`src/rtl/chain_dma_pkg.sv`:
```
package chain_dma_pkg;

    localparam int WORD_W     = 32;
    localparam int REG_AW     = 5;
    localparam int CNT_W      = 16;

    localparam int GBL_EN_BIT   = 0;
    localparam int GBL_SRST_BIT = 8;
    localparam int CH_RUN_BIT   = 7;
    localparam int CH_DIR_BIT   = 22;
    localparam int FL_FMT_BIT   = 30;
    localparam int FL_END_BIT   = 31;

    typedef enum logic [3:0] {
        EV_NONE  = 4'd0,
        EV_UNDER = 4'd1,
        EV_OVER  = 4'd2,
        EV_DESC  = 4'd3,
        EV_DATA  = 4'd4,
        EV_EARLY = 4'd5,
        EV_OK    = 4'd15
    } dma_event_e;

    typedef enum logic [2:0] {
        SEL_GLOBAL = 3'd0,
        SEL_IRQ_EN = 3'd1,
        SEL_IRQ_ST = 3'd2,
        SEL_DPTR   = 3'd3,
        SEL_CHAN   = 3'd4
    } reg_sel_e;

    typedef enum logic [2:0] {
        ST_IDLE,
        ST_FLAGS,
        ST_BUF,
        ST_LINK,
        ST_XFER,
        ST_DRAIN
    } eng_state_e;

    typedef struct packed {
        logic             last;
        logic             fmt_ok;
        logic [CNT_W-1:0] bytes;
    } desc_flags_t;

    function automatic desc_flags_t decode_flags(input logic [WORD_W-1:0] w);
        desc_flags_t f;
        f.last   = w[FL_END_BIT];
        f.fmt_ok = w[FL_FMT_BIT];
        f.bytes  = w[CNT_W-1:0];
        return f;
    endfunction

    function automatic logic [CNT_W-1:0] word_bytes(input logic [CNT_W-1:0] rem);
        return (rem >= CNT_W'(4)) ? CNT_W'(4) : rem;
    endfunction

endpackage

```
`src/rtl/chain_dma_regs.sv`:
```
module chain_dma_regs
    import chain_dma_pkg::*;
#(
    parameter int AW = 32
) (
    input  logic                 clk,
    input  logic                 rst,
    input  logic                 reg_we,
    input  logic [REG_AW-1:0]    reg_addr,
    input  logic [WORD_W-1:0]    reg_wdata,
    output logic [WORD_W-1:0]    reg_rdata,
    input  logic                 stop_i,
    input  dma_event_e           stop_evt_i,
    output logic                 start_o,
    output logic                 soft_rst_o,
    output logic                 en_o,
    output logic                 dir_o,
    output logic [AW-1:0]        dptr_o,
    output logic                 irq_o
);
    reg_sel_e   sel;
    logic       en_q, ie_q, ist_q, run_q, dir_q;
    logic [AW-1:0] dptr_q;
    dma_event_e evt_q;

    assign sel        = reg_sel_e'(reg_addr[REG_AW-1:2]);
    assign soft_rst_o = reg_we && (sel == SEL_GLOBAL) && reg_wdata[GBL_SRST_BIT];
    assign start_o    = reg_we && (sel == SEL_CHAN) && reg_wdata[CH_RUN_BIT]
                        && !run_q && en_q && !soft_rst_o;
    assign en_o   = en_q;
    assign dir_o  = dir_q;
    assign dptr_o = dptr_q;
    assign irq_o  = ie_q && ist_q;

    always_ff @(posedge clk) begin
        if (rst || soft_rst_o) begin
            en_q   <= 1'b0;
            ie_q   <= 1'b0;
            ist_q  <= 1'b0;
            run_q  <= 1'b0;
            dir_q  <= 1'b0;
            dptr_q <= '0;
            evt_q  <= EV_NONE;
        end else begin
            if (reg_we) begin
                case (sel)
                    SEL_GLOBAL: en_q <= reg_wdata[GBL_EN_BIT];
                    SEL_IRQ_EN: ie_q <= reg_wdata[0];
                    SEL_IRQ_ST: if (reg_wdata[0]) ist_q <= 1'b0;
                    SEL_DPTR:   if (!run_q) dptr_q <= reg_wdata[AW-1:0];
                    SEL_CHAN:   if (!run_q) dir_q <= reg_wdata[CH_DIR_BIT];
                    default: ;
                endcase
            end
            if (start_o) begin
                run_q <= 1'b1;
                evt_q <= EV_NONE;
            end
            if (stop_i) begin
                run_q <= 1'b0;
                evt_q <= stop_evt_i;
                ist_q <= 1'b1;
            end
        end
    end

    always_comb begin
        reg_rdata = '0;
        case (sel)
            SEL_GLOBAL: reg_rdata[GBL_EN_BIT] = en_q;
            SEL_IRQ_EN: reg_rdata[0] = ie_q;
            SEL_IRQ_ST: reg_rdata[0] = ist_q;
            SEL_DPTR:   reg_rdata = WORD_W'(dptr_q);
            SEL_CHAN: begin
                reg_rdata[3:0]        = evt_q;
                reg_rdata[CH_RUN_BIT] = run_q;
                reg_rdata[CH_DIR_BIT] = dir_q;
            end
            default: ;
        endcase
    end

    p_run_drop_r11: assert property (@(posedge clk) disable iff (rst || soft_rst_o)
        stop_i |=> !run_q);
    p_irq_on_stop_r12: assert property (@(posedge clk) disable iff (rst || soft_rst_o)
        (stop_i && ie_q) |=> irq_o);
    p_evt_legal_r11: assert property (@(posedge clk) disable iff (rst)
        evt_q inside {EV_NONE, EV_UNDER, EV_OVER, EV_DESC, EV_DATA, EV_EARLY, EV_OK});

endmodule

```
`src/rtl/chain_dma_stream.sv`:
```
module chain_dma_stream
    import chain_dma_pkg::*;
(
    input  logic              clk,
    input  logic              rst,
    input  logic              active_i,
    input  logic              dir_i,
    input  logic              load_i,
    input  logic [WORD_W-1:0] load_data_i,
    input  logic              take_i,
    input  logic              tx_take,
    input  logic              rx_push,
    input  logic [WORD_W-1:0] rx_data,
    output logic              tx_valid,
    output logic [WORD_W-1:0] tx_data,
    output logic              rx_ready,
    output logic              full_o,
    output logic [WORD_W-1:0] word_o,
    output logic              underrun_o,
    output logic              overrun_o
);
    logic              full_q;
    logic [WORD_W-1:0] word_q;

    assign full_o     = full_q;
    assign word_o     = word_q;
    assign tx_valid   = full_q && !dir_i;
    assign tx_data    = word_q;
    assign rx_ready   = active_i && dir_i && !full_q;
    assign underrun_o = active_i && !dir_i && tx_take && !full_q;
    assign overrun_o  = active_i && dir_i && rx_push && full_q;

    always_ff @(posedge clk) begin
        if (rst) begin
            full_q <= 1'b0;
            word_q <= '0;
        end else if (!active_i) begin
            full_q <= 1'b0;
        end else if (!dir_i) begin
            if (load_i) begin
                full_q <= 1'b1;
                word_q <= load_data_i;
            end else if (tx_take && full_q) begin
                full_q <= 1'b0;
            end
        end else begin
            if (rx_push && !full_q) begin
                full_q <= 1'b1;
                word_q <= rx_data;
            end else if (take_i) begin
                full_q <= 1'b0;
            end
        end
    end

    p_tx_hold_r5: assert property (@(posedge clk) disable iff (rst)
        (active_i && tx_valid && !tx_take) |=> (tx_valid && $stable(tx_data)));

endmodule

```
`src/rtl/chain_dma_engine.sv`:
```
module chain_dma_engine
    import chain_dma_pkg::*;
#(
    parameter int AW = 32
) (
    input  logic              clk,
    input  logic              rst,
    input  logic              start_i,
    input  logic              en_i,
    input  logic              dir_i,
    input  logic [AW-1:0]     dptr_i,
    output logic              mem_req,
    output logic              mem_we,
    output logic [AW-1:0]     mem_addr,
    output logic [WORD_W-1:0] mem_wdata,
    input  logic [WORD_W-1:0] mem_rdata,
    input  logic              mem_ack,
    input  logic              mem_err,
    input  logic              buf_full_i,
    input  logic [WORD_W-1:0] buf_word_i,
    input  logic              underrun_i,
    input  logic              overrun_i,
    input  logic              periph_done,
    output logic              buf_load_o,
    output logic              buf_take_o,
    output logic              busy_o,
    output logic              stop_o,
    output dma_event_e        stop_evt_o
);
    localparam logic [AW-1:0] OFS_BUF  = AW'(4);
    localparam logic [AW-1:0] OFS_LINK = AW'(8);

    eng_state_e       state;
    logic [AW-1:0]    dptr_q, base_q, link_q;
    logic [CNT_W-1:0] rem_q;
    logic             last_q;
    desc_flags_t      fl;
    logic             xfer_empty, exhausted, finished;

    assign fl         = decode_flags(mem_rdata);
    assign busy_o     = (state != ST_IDLE);
    assign xfer_empty = (state == ST_XFER) && (rem_q == '0);
    assign exhausted  = (state == ST_DRAIN) || (xfer_empty && last_q);
    assign finished   = (xfer_empty && last_q && dir_i) || ((state == ST_DRAIN) && !buf_full_i);

    always_comb begin
        mem_req   = 1'b0;
        mem_we    = 1'b0;
        mem_addr  = dptr_q;
        mem_wdata = buf_word_i;
        case (state)
            ST_FLAGS: mem_req = 1'b1;
            ST_BUF: begin
                mem_req  = 1'b1;
                mem_addr = dptr_q + OFS_BUF;
            end
            ST_LINK: begin
                mem_req  = 1'b1;
                mem_addr = dptr_q + OFS_LINK;
            end
            ST_XFER: begin
                mem_addr = base_q;
                if (rem_q != '0) begin
                    mem_req = dir_i ? buf_full_i : !buf_full_i;
                    mem_we  = dir_i;
                end
            end
            default: ;
        endcase
    end

    assign buf_load_o = (state == ST_XFER) && mem_req && !dir_i && mem_ack;
    assign buf_take_o = (state == ST_XFER) && mem_req &&  dir_i && mem_ack;

    always_comb begin
        stop_o     = 1'b0;
        stop_evt_o = EV_NONE;
        if (busy_o) begin
            if (mem_req && mem_err) begin
                stop_o     = 1'b1;
                stop_evt_o = (state == ST_XFER) ? EV_DATA : EV_DESC;
            end else if (underrun_i) begin
                stop_o     = 1'b1;
                stop_evt_o = EV_UNDER;
            end else if (overrun_i) begin
                stop_o     = 1'b1;
                stop_evt_o = EV_OVER;
            end else if (periph_done && !exhausted) begin
                stop_o     = 1'b1;
                stop_evt_o = EV_EARLY;
            end else if ((state == ST_FLAGS) && mem_ack && !fl.fmt_ok) begin
                stop_o     = 1'b1;
                stop_evt_o = EV_DESC;
            end else if (finished) begin
                stop_o     = 1'b1;
                stop_evt_o = EV_OK;
            end
        end
    end

    always_ff @(posedge clk) begin
        if (rst) begin
            state  <= ST_IDLE;
            dptr_q <= '0;
            base_q <= '0;
            link_q <= '0;
            rem_q  <= '0;
            last_q <= 1'b0;
        end else if (stop_o) begin
            state <= ST_IDLE;
        end else begin
            case (state)
                ST_IDLE: if (start_i) begin
                    dptr_q <= dptr_i;
                    state  <= ST_FLAGS;
                end
                ST_FLAGS: if (mem_ack) begin
                    last_q <= fl.last;
                    rem_q  <= fl.bytes;
                    state  <= ST_BUF;
                end
                ST_BUF: if (mem_ack) begin
                    base_q <= mem_rdata[AW-1:0];
                    state  <= ST_LINK;
                end
                ST_LINK: if (mem_ack) begin
                    link_q <= mem_rdata[AW-1:0];
                    state  <= ST_XFER;
                end
                ST_XFER: begin
                    if (rem_q == '0) begin
                        if (last_q) begin
                            state <= ST_DRAIN;
                        end else begin
                            dptr_q <= link_q;
                            state  <= ST_FLAGS;
                        end
                    end else if (mem_req && mem_ack) begin
                        base_q <= base_q + OFS_BUF;
                        rem_q  <= rem_q - word_bytes(rem_q);
                    end
                end
                default: ;
            endcase
        end
    end

    p_req_held_r3: assert property (@(posedge clk) disable iff (rst)
        (mem_req && !mem_ack && !mem_err && !underrun_i && !overrun_i && !periph_done)
        |=> (mem_req && $stable(mem_addr)));
    p_start_enabled_r2: assert property (@(posedge clk) disable iff (rst)
        start_i |-> en_i);
    p_overrun_stops_r8: assert property (@(posedge clk) disable iff (rst)
        (overrun_i && busy_o) |=> !busy_o);

endmodule

```
`src/rtl/chain_dma.sv`:
```
module chain_dma
    import chain_dma_pkg::*;
#(
    parameter int AW = 32
) (
    input  logic              clk,
    input  logic              rst,
    input  logic              reg_we,
    input  logic [REG_AW-1:0] reg_addr,
    input  logic [WORD_W-1:0] reg_wdata,
    output logic [WORD_W-1:0] reg_rdata,
    output logic              irq,
    output logic              mem_req,
    output logic              mem_we,
    output logic [AW-1:0]     mem_addr,
    output logic [WORD_W-1:0] mem_wdata,
    input  logic [WORD_W-1:0] mem_rdata,
    input  logic              mem_ack,
    input  logic              mem_err,
    output logic              tx_valid,
    output logic [WORD_W-1:0] tx_data,
    input  logic              tx_take,
    output logic              rx_ready,
    input  logic              rx_push,
    input  logic [WORD_W-1:0] rx_data,
    input  logic              periph_done
);
    logic              start, soft_rst, en, dir, stop, busy;
    logic              core_rst;
    logic [AW-1:0]     dptr;
    dma_event_e        stop_evt;
    logic              buf_load, buf_take, buf_full, underrun, overrun;
    logic [WORD_W-1:0] buf_word;

    assign core_rst = rst || soft_rst;

    chain_dma_regs #(.AW(AW)) u_regs (
        .clk        (clk),
        .rst        (rst),
        .reg_we     (reg_we),
        .reg_addr   (reg_addr),
        .reg_wdata  (reg_wdata),
        .reg_rdata  (reg_rdata),
        .stop_i     (stop),
        .stop_evt_i (stop_evt),
        .start_o    (start),
        .soft_rst_o (soft_rst),
        .en_o       (en),
        .dir_o      (dir),
        .dptr_o     (dptr),
        .irq_o      (irq)
    );

    chain_dma_engine #(.AW(AW)) u_engine (
        .clk         (clk),
        .rst         (core_rst),
        .start_i     (start),
        .en_i        (en),
        .dir_i       (dir),
        .dptr_i      (dptr),
        .mem_req     (mem_req),
        .mem_we      (mem_we),
        .mem_addr    (mem_addr),
        .mem_wdata   (mem_wdata),
        .mem_rdata   (mem_rdata),
        .mem_ack     (mem_ack),
        .mem_err     (mem_err),
        .buf_full_i  (buf_full),
        .buf_word_i  (buf_word),
        .underrun_i  (underrun),
        .overrun_i   (overrun),
        .periph_done (periph_done),
        .buf_load_o  (buf_load),
        .buf_take_o  (buf_take),
        .busy_o      (busy),
        .stop_o      (stop),
        .stop_evt_o  (stop_evt)
    );

    chain_dma_stream u_stream (
        .clk         (clk),
        .rst         (core_rst),
        .active_i    (busy),
        .dir_i       (dir),
        .load_i      (buf_load),
        .load_data_i (mem_rdata),
        .take_i      (buf_take),
        .tx_take     (tx_take),
        .rx_push     (rx_push),
        .rx_data     (rx_data),
        .tx_valid    (tx_valid),
        .tx_data     (tx_data),
        .rx_ready    (rx_ready),
        .full_o      (buf_full),
        .word_o      (buf_word),
        .underrun_o  (underrun),
        .overrun_o   (overrun)
    );

endmodule

```
`config.mk`:
```
export PLATFORM = sky130hd
export DESIGN_NAME = chain_dma
export DESIGN_NICKNAME = d
export VERILOG_FILES = /design/src/rtl/chain_dma_pkg.sv /design/src/rtl/chain_dma_regs.sv /design/src/rtl/chain_dma_stream.sv /design/src/rtl/chain_dma_engine.sv /design/src/rtl/chain_dma.sv
export SDC_FILE = /design/constraint.sdc
export NUM_CORES = 1
export LEC_CHECK = 0
export ABC_AREA = 1
export BUFFER_PORTS_ARGS = -buffer_cell sky130_fd_sc_hd__buf_2
export CORE_MARGIN = 5
export CORE_UTILIZATION = 30
export DETAILED_ROUTE_END_ITERATION = 6
export PLACE_DENSITY = 0.57
export SLEW_MARGIN = 15
export SYNTH_ARGS = -nofsm -noshare
export SYNTH_HDL_FRONTEND = slang
export SYNTH_SLANG_ARGS = --single-unit
export TNS_END_PERCENT = 100
```
`constraint.sdc`:
```
create_clock -name clk -period 2.7 [get_ports clk]
set_input_delay 0.54 -clock clk [delete_from_list [all_inputs] [get_ports clk]]
set_output_delay 0.54 -clock clk [all_outputs]
set_load 0.02 [all_outputs]
```
After elaboration in Yosys (flattened, before gate mapping). Cells that the tools add are included.

Add/sub/neg operators: 4. $lt $le $gt $ge: 1. Eq/ne operators: 19. Muxes and demuxes: 62. Bitwise gates (word level): 3. Reduce and logical (&&, ||, !) cells: 72.

Operators by type and width (count): 2-to-1 mux 32 bit (9); case mux 32 bit (2 select lines) (2); case mux 32 bit (3 select lines) (1); adder 32 x 3 -> 32 bit (second input constant) (2); 2-to-1 mux 16 bit (4); 2-to-1 mux 4 bit (9); adder 32 x 4 -> 32 bit (second input constant) (1); logical AND 1 bit (32); case mux 16 bit (2 select lines) (1); 2-to-1 mux 3 bit (8); 2-to-1 mux 1 bit (20); AND reduction 3 bit (6); >= comparator 16 x 3 -> 1 bit (second input constant) (1); zero test 16 bit (1); nonzero test 16 bit (1); nonzero test 2 bit (8); subtractor 16 bit (1); case mux 3 bit (5 select lines) (1); AND reduction 5 bit (3); 2-to-1 mux 14 bit (1); inequality test 2 bit (second input constant) (7); == test 3 x 2 -> 1 bit (second input constant) (4); == test 3 bit (second input constant) (3); 2-to-1 mux 9 bit (1); other kinds (16) (34).

Bits in registers: 190. Input bits: 109. Output and inout bits: 133. Logic and storage cells: 176.

Longest topological paths before layout. Gate-level depths: netlist (run 1).

Depth in word-level cells: 14. Gate-level depth with buffers: 17. Mapped depth without buffers: 17.

By module. Synthesis (run 1) repeated with hierarchy kept, for this count alone.

Cell total of the unflattened synthesis: 2179. Area total of the unflattened synthesis: 13231.4 um2.

Modules (own cells, without submodules): chain_dma_engine (times used 1, cells each 1506, area an instance 8968.6 um2, sequential area each 2322.2 um2); chain_dma_stream (times used 1, cells each 402, area an instance 2339.7 um2, sequential area each 660.6 um2); chain_dma_regs (times used 1, cells each 268, area an instance 1911.8 um2, sequential area each 820.8 um2); chain_dma (times used 1, cells each 3, area an instance 11.3 um2, sequential area each 0.0 um2).

Worst setup path before layout (run 1). Ideal clock, no wire load.

Kind: register to output. Start: reg u_engine.dptr_q[8]. End: out mem_addr[20]. Arrival time: 2052 ps. Data required time: 2160 ps. Path slack: 108 ps. Stages on the path, launching flop included: 8. Buffers on the path: 1. Cell sequence: dfxtp_1 > clkbuf_1 > nand2_1 > nor3_1 > nand2_1 > nor2_1 > nor2_1 > o311ai_0.

Cells in the longest elaborated chain, start to end: 2. Elaborated cells on any way between the ends: 3. Classes of those cells: add/sub (2); mux (1).

Ends and longest elaborated chain: start, declared (line chain_dma_engine.sv:34) `logic [AW-1:0] dptr_q, base_q, link_q;`; start signal, assigned (line chain_dma_engine.sv:114) `dptr_q <= dptr_i;`; start signal, assigned (line chain_dma_engine.sv:135) `dptr_q <= link_q;`; adder 32 x 4 -> 32 bit or adder 32 x 3 -> 32 bit (tied branches) (line chain_dma_engine.sv:59, chain_dma_engine.sv:55); case mux 32 bit (3 select lines) * (line chain_dma_engine.sv:51) `case (state)`; end, declared (line chain_dma.sv:15) `output logic [AW-1:0] mem_addr,`.

Mark *: on every way between the ends. The rest lies on a longest branch, timed or not.

Final worst setup path (run 1).
Start: reg u_engine.dptr_q[10]. End: out mem_addr[28].

The elaborated chain is that of the path after synthesis.

==> summary.md, run 1 <==
| Metric | Value |
|---|---|
| Slowest cell delay on critical path | approximately 0.38 ns |
| Via count | between 10000 and 15000 |
| Setup violators final | 3 |
| Gpl congestion | a little over 0.9 |
| Worst-path clk slew | around 0.08 ns |
| Die Area | about 43000 um2 |
| Worst Path Max Fanout | 4 |
| Minimum clock period | between 2 and 3 ns |
| DRC violations left | 0 |
| Skew final | between 0.01 and 0.015 ns |
| Root Driver | clkbuf_16 |
| Period utilization | 1.01 |
| Fin. max-slew vios | 0 |
| F_max | between 300 and 400 MHz |
| Largest net degree at the start of global routing | between 70 and 80 |
| Seq/Total Area, Yosys | 0.325 |
| Placeable Area | ~39000 um2 |
| Area growth, synth to finish | 32.6% |
| Synthesis-stage register bit count | 190 |
| TritonCTS clock tree | yes |
| Post-synth top cells | nand2_1, nor2_1, inv_1 |
| Slowest library cell on the worst path | dfxtp_4 |
| Initial Util | 0.303 |
| DP Worst Slack | between 0.07 and 0.08 ns |
| Initial antenna violation count | 4 |
| Top Ports | ~240 |
| Most common cell in the netlist | nand2_1 |
| Clock buffer depth | 2 |
| Detail Placement HPWL | ~38000 um |
| Worst setup path class | reg -> out |
| Min setup slack post-route | -0.0358 ns |
| Synth top area cells | dfxtp_1, nand2_1, nor2_1, nand3_1, a21oi_1 |
| Num rows | 72 |
| Rel. slew slack | 0.653 |
| Pre-Repair DR Iteration Count | 6 |
| Cell area power density | between 600 and 700 nW/um2 |
| Filler cells | 4123 |
| Placed instance area | ~14000 um2 |
| Hold Crit Class | in -> reg |
| Die X | ~210 um |
| Synth cell types | 55 |
| Max_cap viols | 0 |
| Gr ovfl total | 0 |
| First-pass GRT wire length | about 76000 um |
| Fin Hold WS | ~0.33 ns |
| Syn Nets | 2021 |
| Leakage | 6.56 nW |
| Mapped Area | approximately 12000 um2 |
| Async S/R FF share, synth | 0 |
| Setup crit end kind | primary output |
| Skew-Pair Late Insertion Delay | approximately 0.45 ns |
| Status | finished with violations |
| Clk sink count | 190 |
| Ys flop type | dfxtp_1 |
| Tot GR Track Use | 0.220 |
| Die Span Y | approximately 210 um |
| Yosys top cell area share | 0.325 |
| CP Launch Type | register |
| Critical Path, Cell by Cell | inv_4, nor3_4, buf_4, nand2_4, nor2_4, nand2_2, a22o_1, o21ai_1, nand3_1, buf_6 |
| DR vias/cell | slightly above 5 |
| Worst-Margin Slew | between 0.5 and 0.6 ns |
| Routed WL per cell | 18.6 um |
| R2r setup slk | roughly 0.090 ns |
| Share of cells above drive strength 1 | 0.256 |
| CP delay by family, top | simple AND/OR/NAND/NOR gates |
| Post-route ant nets | 0 |
| Synth warn | 0 |
| Post-Route WL | between 50000 and 60000 um |
| CTS buffer count | 17 |
| H-tree level count | 4 |
| Post-synthesis area per instance | roughly 6 um2 |
| Failing checks | setup timing |
| Hold Vio Cnt, Final | 0 |
| Crit path buf inv count | 3 |
| Fin nets | about 2300 |
| VDD IR max | approximately 0.44 mV |
| Unrepaired setup endpoints after global routing | yes |
| Number of synthesized flops with an enable pin | 0 |
| Leading area contributor after synthesis | dfxtp_1 |
| Post-Layout Inst Area | roughly 16000 um2 |
| WP data arrival | 2.20 ns |
| Port Buffers | ~240 |
| Post-synthesis instance total | roughly 1900 |
| 1st-iter DRT viols | 1377 |
| WP data required | about 2.2 ns |
| Vias in the first global route | 12800 |
[worst register-to-register path, delay by kind of cell, from the launching register on]
| family | cells | cell delay [ns] |
|---|---|---|
| AND/OR/NAND/NOR | 7 | 1.02 |
| AO/OA/AOI/OAI | 2 | 0.47 |
| buffers and inverters | 4 | 0.73 |
| flip-flops | 1 | 0.33 |
[sequential cells by signal, summed over array words and instances (netlist names), 3 cells and up]
signal,cells
u_engine.dptr_q,32
u_engine.state,3
u_engine.rem_q,16
u_engine.base_q,32
u_regs.evt_q,4
u_regs.dptr_o,32
u_stream.tx_data,32
u_engine.link_q,32
[report_power, final]
part	switching [mW]	internal, mW	total, mW
clock network	1.28	1.30	2.58
logic	2.50	1.36	3.86
registers	0.282	3.04	3.32
total	4.06	5.69	9.76
[metrics by stage]
step	power, mW	utilization	cells	TNS (ns)
6_report	9.76	0.402	2699	-0.0470
3_5_place_dp	6.71	0.354	2617	0
3_3_place_gp	6.69	0.354	2617	0
2_1_floorplan	5.62	-	1907	0
5_1_grt	10.3	0.401	2698	-1.53
4_1_cts	9.44	0.387	2681	-0.335
[cell families (layout without fill, tap and decap cells)]
family	count (synthesis)	after routing	synth area share
flip-flops	190	190	0.325
AO/OA/AOI/OAI	367	367	0.177
other	1	2	0.000320
AND/OR/NAND/NOR	987	987	0.354
XOR/XNOR	16	16	0.0120
buffers and inverters	341	614	0.127
adder cells (fa/ha/maj)	5	5	0.00534
[what timing repair did]
action	in CTS	in global routing
endpoints found under the hold margin	0	0
cloned	0	3
pin swaps	27	26
hold buffers	0	0
buffers inserted	33	15
endpoints found under the setup margin	29	97
resized for setup	155	97
[layout make-up]
class,count,area (um2),share of cell area
Multi-Input combinational cell,1376,7090,0.457
Sequential cell,190,3860,0.249
Timing Repair Buffer,373,2530,0.163
Inverter,209,798,0.0514
Tap cell,518,648,0.0418
Clock buffer,20,467,0.0301
Clock inverter,12,116,0.00750
Antenna cell,1,2.50,0.000161
[worst paths after layout]
| path | startpoint | endpoint | cells past startpoint |
|---|---|---|---|
| min | reg_wdata[30] | u_regs.dptr_o[30] | 3 |
| min reg2reg | u_engine.link_q[2] | u_engine.link_q[2] | 2 |
| max | u_engine.dptr_q[10] | mem_addr[28] | 10 |
| max reg2reg | u_engine.state[0] | u_engine.dptr_q[6] | 13 |
[metal layers]
| layer | global-route usage | wire (um) | up-vias |
|---|---|---|---|
| met2 | 0.359 | 23300 | 537 |
| met3 | 0.0292 | 3180 | 73 |
| li1 | - | - | 6720 |
| met5 | 0 | 21 | - |
| met4 | 0.0613 | 1370 | 4 |
| met1 | 0.307 | 22300 | 6389 |
[layout by cell type (no fill, tap or decap), types with 5 or more instances in the layout]
master,count
nand2_1,469
nor3_1,23
a21oi_1,159
a211oi_1,33
o21ai_0,106
dfxtp_4,14
nand2_4,12
dfxtp_2,5
nand2_2,18
nor2_1,216
o211ai_1,7
o21ai_1,12
nor2_2,12
buf_12,13
nand3_4,5
nand4_1,23
inv_6,5
buf_2,223
a31oi_1,6
xor2_1,15
buf_6,18
inv_1,188
dfxtp_1,171
o2111ai_2,5
inv_2,13
nor2_4,22
buf_4,115
clkbuf_16,19
nand3_1,151
nand3_2,10
nor3_4,6
(Power assumes the default switching activity.)
==> run 2: changes to the inputs <==
PLACE_DENSITY = 0.5   (was 0.57)
==> summary.md, run 2 (synthesis results as in run 1) <==
| Metric | Value |
|---|---|
| Status | finished with violations |
| Failing checks | setup timing |
| Post-route ant nets | 0 (unchanged) |
| Clk sink count | 190 (unchanged) |
| Die Area | 43100 um2 (unchanged) |
| Initial antenna violation count | 4 (unchanged) |
| Largest net degree at the start of global routing | 80 (+3.9%) |
| Gate power share | 0.397 (about the same) |
| Max_cap viols | 0 (unchanged) |
| WP data required | 2.16 ns (about the same) |
| Cell area power density | 620 nW/um2 (-1.4%) |
| Vias in the first global route | 12900 (+0.72%) |
| Via count | 13600 (-0.58%) |
| Commonest non-fill, non-tap cells in the layout | nand2_1, nor2_1, buf_2, inv_1, dfxtp_1 |
| F_max | 361 MHz (-1.2%) |
| Die X | 208 um (unchanged) |
| DR vias/cell | 5.04 (-0.91%) |
| Rel. slew slack | 0.634 (-0.0188) |
| DRC violations left | 0 (unchanged) |
| Hold Vio Cnt, Final | 0 (unchanged) |
| Skew final | 0.0153 ns (+0.00116 ns) |
| Tot Pwr | 9.67 mW (-0.91%) |
| VDD IR max | 0.568 mV (+28%) |
| CTS buffer count | 17 (unchanged) |
| Area growth, synth to finish | 33.2% |
| Port Buffers | 239 (unchanged) |
| R2r setup slk | 0.11 ns (+0.02 ns) |
| TritonCTS clock tree | yes |
| Total net switching power | 4.05 mW (-0.19%) |
| Worst setup path class | reg -> out |
| Share of cells above drive strength 1 | 0.263 (+0.00671) |
| CP Launch Type | register |
| WP data arrival | 2.23 ns (+0.03 ns) |
| Placeable Area | 38600 um2 (unchanged) |
| Period utilization | 1.03 (+0.0122) |
| Reg2reg start | u_engine.state[0] |
| Clock buffer depth | 2 (unchanged) |
| H-tree level count | 4 (unchanged) |
| First-pass GRT wire length | 77400 um (+2.3%) |
| DP Worst Slack | 0.0509 ns (-0.0281 ns) |
| WHS Path Cells | 3 (unchanged) |
| Setup crit end kind | primary output |
| Tot GR Track Use | 0.228 (+0.00759) |
| R2r endpoint | u_engine.link_q[4] |
| Clock Power Share | 0.258 (-0.006) |
| Setup violators final | 8 (+5) |
| Min setup slack post-route | -0.0689 ns (-0.0330 ns) |
| Initial Util | 0.303 (unchanged) |
| Worst-Margin Slew | 0.549 ns (+0.0282 ns) |
| Root Driver | clkbuf_16 |
| Detail Placement HPWL | 38500 um (+2.1%) |
| Fin nets | 2290 (+0.39%) |
| Top Ports | 242 (unchanged) |
| Worst reg-to-reg path cell count | 14 (+1) |
| Minimum clock period | 2.77 ns (+0.0330 ns) |
| Post-Route WL | 51500 um (+2.5%) |
| Worst-path clk slew | 0.08 ns (about the same) |
| Hold Crit Class | in -> reg |
| Skew-Pair Late Insertion Delay | 0.45 ns (about the same) |
| Sequential share of power | 0.345 (+0.005) |
| Unrepaired setup endpoints after global routing | yes |
| 1st-iter DRT viols | 1293 (-6.1%) |
| Num rows | 72 (unchanged) |
| Leakage | 6.68 nW (+1.8%) |
| Fin Hold WS | 0.325 ns (-0.00488 ns) |
| P_int | 5.61 mW (-1.4%) |
| Worst Path Max Fanout | 4 (unchanged) |
| Gpl congestion | 0.905 (-1.9%) |
| CTS Hold Bufs | 0 (unchanged) |
| HP Start | reg_wdata[29] |
| Routed WL per cell | 19.0 um (+2.2%) |
| Die Span Y | 208 um (unchanged) |
| Commonest non-fill, non-tap cell in the layout | nand2_1 |
| Gr ovfl total | 0 (unchanged) |
| Pre-Repair DR Iteration Count | 5 (-1) |
| Fin. max-slew vios | 0 (unchanged) |
| Switching power share of the total | 0.419 (+0.00306) |
| Endpoint, Worst Hold | u_regs.dptr_o[29] |
[run 2: changes by cell type in the layout (fill, tap and decap cells not counted), moves of 5 or more]
cell / delta
o21ai_1: +5
buf_2: -6
buf_6: +14
o21ai_0: -7
dfxtp_2: +7
[run 2: final cells by class]
cell class | count | area, um2
fill | 4213 | 23100
multi-input combinational | 1376 | 7090
sequential | 190 | 3860
clock inverter | 15 | 128
clock buffer | 17 | 425
inverter | 209 | 797
timing repair buffer | 382 | 2650
tap | 518 | 648
antenna | 1 | 2.50
[run 2: worst max path at each step]
stage,from,endpoint,slack (ns),depth (start not counted)
2_1_floorplan,u_engine.dptr_q[8],mem_addr[20],0.11,7
3_3_place_gp,u_engine.dptr_q[5],mem_addr[18],0.04,10
3_5_place_dp,u_engine.dptr_q[4],mem_addr[29],0.05,12
4_1_cts,u_engine.dptr_q[3],mem_addr[23],-0.08,12
5_1_grt,u_engine.dptr_q[3],mem_addr[27],-0.16,13
6_report,u_engine.state[1],mem_addr[18],-0.07,11
[run 2: routing by layer]
layer	vias to the layer above	global-route usage	wire length, um	part of all wire
met3	70	0.0305	2830	0.055
met1	6402	0.321	23700	0.46
met4	6	0.0657	1240	0.024
met5	-	0	47	0.00091
met2	444	0.365	23700	0.46
li1	6721	-	-	-
[run 2: power groups by stage]
stage	Sequential [mW]	Clock, mW	Combinational [mW]
after detailed placement	3.39	0	3.33
after floorplan	3.29	0	2.33
after CTS	3.33	2.55	3.55
after global placement	3.38	0	3.32
after global routing	3.37	2.66	4.22
final	3.33	2.49	3.84
[run 2: through the flow]
stage | setup TNS, ns | area [um2] | std cells | utilization
6_report | -0.274 | 15600 | 2708 | 0.403
2_1_floorplan | 0 | 11700 | 1907 | -
3_3_place_gp | 0 | 13600 | 2613 | 0.352
4_1_cts | -0.487 | 15000 | 2684 | 0.387
5_1_grt | -1.98 | 15600 | 2707 | 0.403
3_5_place_dp | 0 | 13600 | 2613 | 0.352
[run 2: timing repair]
action                                  in CTS  in global routing
pin swaps                                   32                 40
cloned                                       0                  1
buffers inserted                            39                 22
endpoints found under the setup margin      28                129
gates resized for setup                    166                120
[run 2: worst max-delay path, stage by stage (launching register included)]
cell     delay (ns)
dfxtp_4        0.37
nand2_4        0.06
nor2_4         0.12
buf_12         0.13
buf_12         0.10
buf_4          0.13
nand2_2        0.11
nor3_4         0.14
o31ai_1        0.09
a21oi_1        0.19
o21ai_1        0.13
buf_4          0.18
